--- src/rtl/sic_pkg.sv ---
package sic_pkg;
  localparam int IDX_W = 10;

  // register word indices
  localparam logic [IDX_W-1:0] W_STATUS   = 10'd0;
  localparam logic [IDX_W-1:0] W_RAW      = 10'd1;
  localparam logic [IDX_W-1:0] W_MASK_SET = 10'd2;
  localparam logic [IDX_W-1:0] W_MASK_CLR = 10'd3;
  localparam logic [IDX_W-1:0] W_SOFT_SET = 10'd4;
  localparam logic [IDX_W-1:0] W_SOFT_CLR = 10'd5;
  localparam logic [IDX_W-1:0] W_FWD_SET  = 10'd8;
  localparam logic [IDX_W-1:0] W_FWD_CLR  = 10'd9;
endpackage

--- src/rtl/sic_regs.sv ---
module sic_regs
  import sic_pkg::*;
#(
  parameter int N_SRC  = 32,
  parameter int FWD_LO = 21,
  parameter int FWD_HI = 30
) (
  input  logic             clk,
  input  logic             rst,
  input  logic             wr_stb,
  input  logic [IDX_W-1:0] widx,
  input  logic [N_SRC-1:0] wdata,
  output logic [N_SRC-1:0] mask_q,
  output logic [N_SRC-1:0] fwd_q,
  output logic             soft_q
);
  logic any_data;
  assign any_data = |wdata;

  always_ff @(posedge clk) begin
    if (rst) begin
      mask_q <= '0;
    end else if (wr_stb && widx == W_MASK_SET) begin
      mask_q <= mask_q | wdata;
    end else if (wr_stb && widx == W_MASK_CLR) begin
      mask_q <= mask_q & ~wdata;
    end
  end

  always_ff @(posedge clk) begin
    if (rst) begin
      soft_q <= 1'b0;
    end else if (wr_stb && widx == W_SOFT_SET && any_data) begin
      soft_q <= 1'b1;
    end else if (wr_stb && widx == W_SOFT_CLR && any_data) begin
      soft_q <= 1'b0;
    end
  end

  // forwarding enables: storage only inside the band
  for (genvar i = 0; i < N_SRC; i++) begin : g_fwd
    if (i >= FWD_LO && i <= FWD_HI) begin : g_live
      always_ff @(posedge clk) begin
        if (rst) begin
          fwd_q[i] <= 1'b0;
        end else if (wr_stb && widx == W_FWD_SET && wdata[i]) begin
          fwd_q[i] <= 1'b1;
        end else if (wr_stb && widx == W_FWD_CLR && wdata[i]) begin
          fwd_q[i] <= 1'b0;
        end
      end
    end else begin : g_tied
      assign fwd_q[i] = 1'b0;
    end
  end
endmodule

--- src/rtl/sic_rdmux.sv ---
module sic_rdmux
  import sic_pkg::*;
#(
  parameter int N_SRC = 32
) (
  input  logic             rd_stb,
  input  logic [IDX_W-1:0] widx,
  input  logic [N_SRC-1:0] raw,
  input  logic [N_SRC-1:0] mask_q,
  input  logic [N_SRC-1:0] fwd_q,
  output logic [N_SRC-1:0] rdata
);
  always_comb begin
    rdata = '0;
    if (rd_stb) begin
      case (widx)
        W_STATUS:   rdata = raw & mask_q;
        W_RAW:      rdata = raw;
        W_MASK_SET: rdata = mask_q;
        W_SOFT_SET: rdata = {{(N_SRC-1){1'b0}}, raw[0]};
        W_FWD_SET:  rdata = fwd_q;
        default:    rdata = '0;
      endcase
    end
  end
endmodule

--- src/rtl/sic_lines.sv ---
module sic_lines #(
  parameter int N_SRC = 32
) (
  input  logic             [N_SRC-1:0] raw,
  input  logic             [N_SRC-1:0] mask_q,
  input  logic             [N_SRC-2:0] fwd_en,
  output logic             [N_SRC-1:0] lines
);
  assign lines[N_SRC-1]   = |(raw & mask_q);
  assign lines[N_SRC-2:0] = raw[N_SRC-2:0] & fwd_en;
endmodule

--- src/rtl/sic_top.sv ---
module sic_top
  import sic_pkg::*;
#(
  parameter int N_SRC  = 32,
  parameter int FWD_LO = 21,
  parameter int FWD_HI = 30
) (
  input  logic             clk,
  input  logic             rst,
  input  logic             bus_sel,
  input  logic             bus_wr,
  input  logic [IDX_W-1:0] bus_widx,
  input  logic [N_SRC-1:0] bus_wdata,
  output logic [N_SRC-1:0] bus_rdata,
  input  logic [N_SRC-1:0] src_in,
  output logic [N_SRC-1:0] line_out
);
  logic [N_SRC-1:0] mask_q;
  logic [N_SRC-1:0] fwd_q;
  logic             soft_q;
  logic [N_SRC-1:0] raw;
  logic             wr_stb;
  logic             rd_stb;

  assign wr_stb = bus_sel & bus_wr;
  assign rd_stb = bus_sel & ~bus_wr;
  assign raw    = src_in | {{(N_SRC-1){1'b0}}, soft_q};

  sic_regs #(.N_SRC(N_SRC), .FWD_LO(FWD_LO), .FWD_HI(FWD_HI)) u_regs (
    .clk    (clk),
    .rst    (rst),
    .wr_stb (wr_stb),
    .widx   (bus_widx),
    .wdata  (bus_wdata),
    .mask_q (mask_q),
    .fwd_q  (fwd_q),
    .soft_q (soft_q)
  );

  sic_rdmux #(.N_SRC(N_SRC)) u_rdmux (
    .rd_stb (rd_stb),
    .widx   (bus_widx),
    .raw    (raw),
    .mask_q (mask_q),
    .fwd_q  (fwd_q),
    .rdata  (bus_rdata)
  );

  sic_lines #(.N_SRC(N_SRC)) u_lines (
    .raw    (raw),
    .mask_q (mask_q),
    .fwd_en (fwd_q[N_SRC-2:0]),
    .lines  (line_out)
  );
endmodule

--- config.mk ---
export PLATFORM = sky130hd
export DESIGN_NAME = sic_top
export DESIGN_NICKNAME = d
export VERILOG_FILES = /design/src/rtl/sic_pkg.sv /design/src/rtl/sic_regs.sv /design/src/rtl/sic_rdmux.sv /design/src/rtl/sic_lines.sv /design/src/rtl/sic_top.sv
export SDC_FILE = /design/constraint.sdc
export NUM_CORES = 1
export LEC_CHECK = 0
export BUFFER_PORTS_ARGS = -buffer_cell sky130_fd_sc_hd__buf_2
export CAP_MARGIN = 0
export CORE_MARGIN = 4
export CORE_UTILIZATION = 46
export DETAILED_ROUTE_END_ITERATION = 6
export GPL_TIMING_DRIVEN = 0
export HOLD_SLACK_MARGIN = 0.08
export PLACE_DENSITY = 0.81
export RECOVER_POWER = 25
export SYNTH_ARGS = -nofsm -noshare
export SYNTH_HDL_FRONTEND = slang
export SYNTH_SLANG_ARGS = --single-unit
--- constraint.sdc ---
create_clock -name clk -period 2 [get_ports clk]
set_input_delay 0.1 -clock clk [delete_from_list [all_inputs] [get_ports clk]]
set_output_delay 0.1 -clock clk [all_outputs]
set_load 0.05 [all_outputs]
==> Word-level counts from Yosys, hierarchy flattened <==
Cells that the tools add are included.
{ "totals": {"ff_bits": 43, "in_bits": 78} }
{ "classes": {"eq_ne": 7, "n_mux": 26, "bitwise": 9, "reduce_logical": 43} }
{ "op_table": {"columns": ["operator", "n"], "rows": [
  ["$pmux W32 S5", 1],
  ["$mux W32", 3],
  ["$and A32 B32 Y32", 2],
  ["$reduce_or A32 Y1", 2],
  ["$not A32 Y32", 1],
  ["$or A32 B1 Y32", 1],
  ["$or A32 B32 Y32", 1],
  ["$and A31 B31 Y31", 1],
  ["$logic_and A1 B1 Y1", 28],
  ["$reduce_bool A2 Y1", 12],
  ["$mux W1", 22],
  ["$eq A10 B2 Y1 const B", 2],
  ["$eq A10 B3 Y1 const B", 2],
  ["$eq A10 B4 Y1 const B", 2],
  ["$eq A10 B1 Y1 const B", 1],
  ["$logic_not A10 Y1", 1],
  ["$and A1 B1 Y1", 2],
  ["$not A1 Y1", 1]
]} }

==> Longest topological paths before layout <==
{ "depth": {"ltp_word": 5, "mapped_depth": 6, "ltp_nobuf": 4} }

==> Modules after synthesis <==
Synthesis repeated with hierarchy kept, for this count alone.
{ "unflattened": {"hier_cells": 368, "hier_area_um2": 3517.1} }
{ "by_module_without_submodules": {"columns": ["module", "n_inst", "cells_per_inst", "area_per_inst_um2", "seq_area_each_um2"], "rows": [
  ["sic_regs", 1, 191, 2188.3, 860.8],
  ["sic_rdmux", 1, 122, 949.7, 0.0],
  ["sic_lines", 1, 52, 356.6, 0.0],
  ["sic_top", 1, 3, 22.5, 0.0]
]} }

==> Least setup slack after synthesis <==
OpenSTA, ideal clock, no wires.
{ "synth_timing": {"path_kind": "input port to output port", "from": "input port bus_widx[7]", "to": "output port bus_rdata[21]", "arrival_ns": 2.248, "path_slack_ns": -0.348, "cell_stages": 5, "cell_sequence": "or4_1 > buf_2 > nor4b_1 > o21ai_1 > a21oi_1"} }
{ "synth_via": {"elab_chain_len": 3, "word_cells_on_any_way": 7, "cone_classes": "eq/ne: 4; mux: 2; reduce/logical: 1"} }
{ "synth_rtl": {"columns": ["item", "line", "text"], "rows": [
  ["from (decl)", "sic_top.sv:12", "input logic [IDX_W-1:0] bus_widx,"],
  ["$eq A10 B4 Y1, or another cell as far along", "sic_rdmux.sv:16", "case (widx)"],
  ["$pmux W32 S5 (*)", "sic_rdmux.sv:16", null],
  ["$mux W32 (*)", "sic_rdmux.sv:15", "if (rd_stb) begin"],
  ["to (decl)", "sic_top.sv:14", "output logic [N_SRC-1:0] bus_rdata,"]
]} }
Mark *: on every way between the ends. The rest lies on a longest branch, timed or not.

==> Worst setup path in the final report <==
{ "layout_timing": {"from": "input port bus_widx[8]", "to": "output port bus_rdata[28]"} }
Same word-level chain as after synthesis.

==> out/qor.yml <==
drt:
  routed_wl_microns: 10860
  vias: 3619
  drc_errors: 0
  ant_nets: 0
  wl_per_cell_microns: 18.37
  vias_per_cell: 6.124
  drt_iter0_drc: 431
  firstDrtPassIters: 6
critical_path:
  criticalPathCategory: "in2out"
  critPathBufInv: 4
  cp.required_ns: 1.90
  crit_chain: "clkbuf_2, or4_4, nor4b_4, buf_4, o21ai_4, clkbuf_16, a21oi_4, buf_6"
  cp_top_family: "simple AND/OR/NAND/NOR gates"
  cp-start-kind: "input pin"
  cp-end-kind: "output port"
  max_stage_delay_ns: 0.57
  crit_fanout: 5
  crit_arrival_ns: 1.87
  slowest_stage: "or4_4"
placement:
  dp_slack_ns: -0.6438
  dpl.cell_count: 568
  dpl-instance-area_sq_um: 3726
  port_buffers: 117
  place.detailed.hpwl_microns: 7507
  gp_congestion: 0.8914
power_and_ir_drop:
  power.density_nw_per_um2: 435.9
  p_leak_nw: 1.704
  p_int_mw: 1.259
  clkPwrFrac_pct: 31.3
  p_sw_mw: 0.5661
  power_frac_comb_pct: 21.9
  vdd_drop_max_v: 0.0002611
  seqPwrFrac_pct: 46.9
  p_sw_share_pct: 31.02
final_layout:
  drive_above_1_share_pct: 36.80
  stdcell_count: 591
  area_delta_synth_final_pct: 55.34
  stdcell_area_sq_um: 4187
  fillers: 455
  final_nets: 597
  utilization_pct: 74.65
  diodes: 0
synthesis:
  synth_common_cells: "53 x a21oi_1, 43 x dfxtp_1, 36 x nor3_1"
  synth.top_cells.by_area: "dfxtp_1 32%, a21oi_1 9.8%, and3_1 7.4%, nor3_1 6.7%, buf_4 5.8%"
  async_flop_share_pct: 0
  synth_top_flop_cell: "dfxtp_1"
  yosys_warnings: 0
  synth_area_sq_um: 2695
  ys_ff_latch: 43
  synth_top_area_cell: "dfxtp_1"
  synth_cells: 359
  seq_area_frac_synth_pct: 31.94
  yosysMostFrequentCell: "a21oi_1"
  yosysTopAreaCellShare_pct: 31.94
  syn_area_per_cell_sq_um: 7.507
  synth.distinct_cells: 40
  synth_edf_count: 0
die:
  initial_utilization_pct: 48.06
  die_area_sq_um: 7148
  die_w_microns: 84.55
  core_area_sq_um: 5608
  fp-row-count: 27
  ios: 142
  die_y_microns: 84.55
global_route:
  grt_pass1_vias: 3400
  antenna_found_initial: 0
  overflow: 0
  grt_max_degree: 13
  grt_first_pass_wirelength_microns: 16620
  grt.total_usage_pct: 28.39
clock_tree:
  cts_tree: "yes"
  clk_path_buf_depth: 2
  htree_levels: 2
  cts.clk_slew.worst_paths_ns: 0.08
  numCtsBuffers: 5
  clock-sinks: 43
  cts_root_buf: "clkbuf_8"
  worstSkewPairLatency_ns: 0.29
job:
  drv_cap: 0
sta:
  finClkSkew_ns: 0
  setup_ws_ns: 0.03085
  hold_violations: 0
  fmax_ghz: 0.5078
  relSlewSlack_pct: 55.96
  report.final.slew_viol_count: 0
  period_needed_ns: 1.969
  finalSetupViolCount: 0
  final.period_utilization_pct: 98.46
  worst_pin_slew_ns: 0.6606
worst_hold_path:
  hp-class: "in2reg"
status:
  outcome: "complete, no violations"
==> cell usage in the layout (no fill, tap or decap), types with 2 or more instances in the layout <==
cell / n
a21oi_1: 43
a21oi_4: 10
a22oi_1: 14
a311oi_1: 10
and2_1: 10
and3_1: 32
buf_1: 3
buf_12: 2
buf_2: 79
buf_4: 41
buf_6: 16
buf_8: 2
clkbuf_1: 29
clkbuf_2: 3
clkbuf_8: 6
conb_1: 21
dfxtp_1: 43
dlygate4sd3_1: 9
nand2_1: 13
nand4_1: 5
nor2_1: 7
nor2_4: 20
nor3_1: 36
nor4_1: 10
nor4_4: 2
o221ai_1: 9
o22ai_1: 21
==> cell families (layout without fill, tap and decap cells) <==
| logic type | after synthesis | in the layout | share of synthesized area, % |
|---|---|---|---|
| AOI/OAI and AO/OA | 114 | 114 | 26.79 |
| adders and majority gates | 1 | 1 | 0.3714 |
| buffers and inverters | 53 | 193 | 10.58 |
| DFF | 43 | 43 | 31.94 |
| muxes | 1 | 1 | 0.4178 |
| other | 1 | 21 | 0.1391 |
| and+or+nand+nor | 146 | 146 | 29.76 |
==> final cells by class <==
class | count | area [sq um] | share of cell area [%]
Buffer | 50 | 295.3 | 7.053
Clock buffer | 6 | 82.58 | 1.973
Inverter | 1 | 3.754 | 0.08966
Clock inverter | 1 | 5.005 | 0.1195
Sequential cell | 43 | 860.8 | 20.56
Tap cell | 72 | 90.09 | 2.152
Timing Repair Buffer | 135 | 908.4 | 21.70
Multi-Input combinational cell | 283 | 1941 | 46.35
==> power groups by stage <==
stage	clock [mW]	sequential [mW]	combinational, mW
6_report	0.570	0.856	0.399
2_1_floorplan	0	0.876	0.220
3_5_place_dp	0	0.876	0.361
4_1_cts	0.564	0.856	0.387
3_3_place_gp	0	0.876	0.358
5_1_grt	0.590	0.856	0.422
==> metal layers <==
layer | part of all wire [%] | GRT usage, % | up-vias
li1 | - | - | 1649
met1 | 38 | 36.96 | 1667
met2 | 48 | 47.90 | 271
met3 | 11 | 4.612 | 32
met4 | 2.5 | 9.065 | 0
met5 | 0 | 0 | -
==> per-stage QoR <==
stage | setup TNS, ns | total power, mW | hold WS (ns)
after floorplan | 0 | 1.096 | 0.2161
final | 0 | 1.825 | 0.1033
after detailed placement | -15.31 | 1.237 | 0.3664
after CTS | 0 | 1.807 | 0.08830
after global placement | -14.46 | 1.234 | 0.3652
after global routing | -0.003507 | 1.867 | 0.09736
==> worst paths after layout <==
check                           cells after the start     startpoint               end  slack (ns)
worst min-delay path                                2  bus_wdata[28]  u_regs.fwd_q[28]        0.10
worst max register to register                      2  u_regs.soft_q     u_regs.soft_q        1.17
worst max-delay path                                8    bus_widx[8]     bus_rdata[28]        0.03
worst min register to register                      2       register          register        0.53
==> timing repair <==
action | in CTS | in global routing
pin swaps | 4 | 2
endpoints found under the setup margin | 30 | 52
hold buffers | 9 | 0
cloned | 0 | 1
endpoints found under the hold margin | 9 | 0
buffers inserted | 7 | 1
resized for setup | 51 | 15
==> worst register-to-register path: cells and delay by family (launching register included) <==
family / cells / cell delay, ns
flip-flops: 1 / 0.33
multiplexers: 1 / 0.26
AND/OR/NAND/NOR: 1 / 0.13
(Power assumes the default switching activity.)
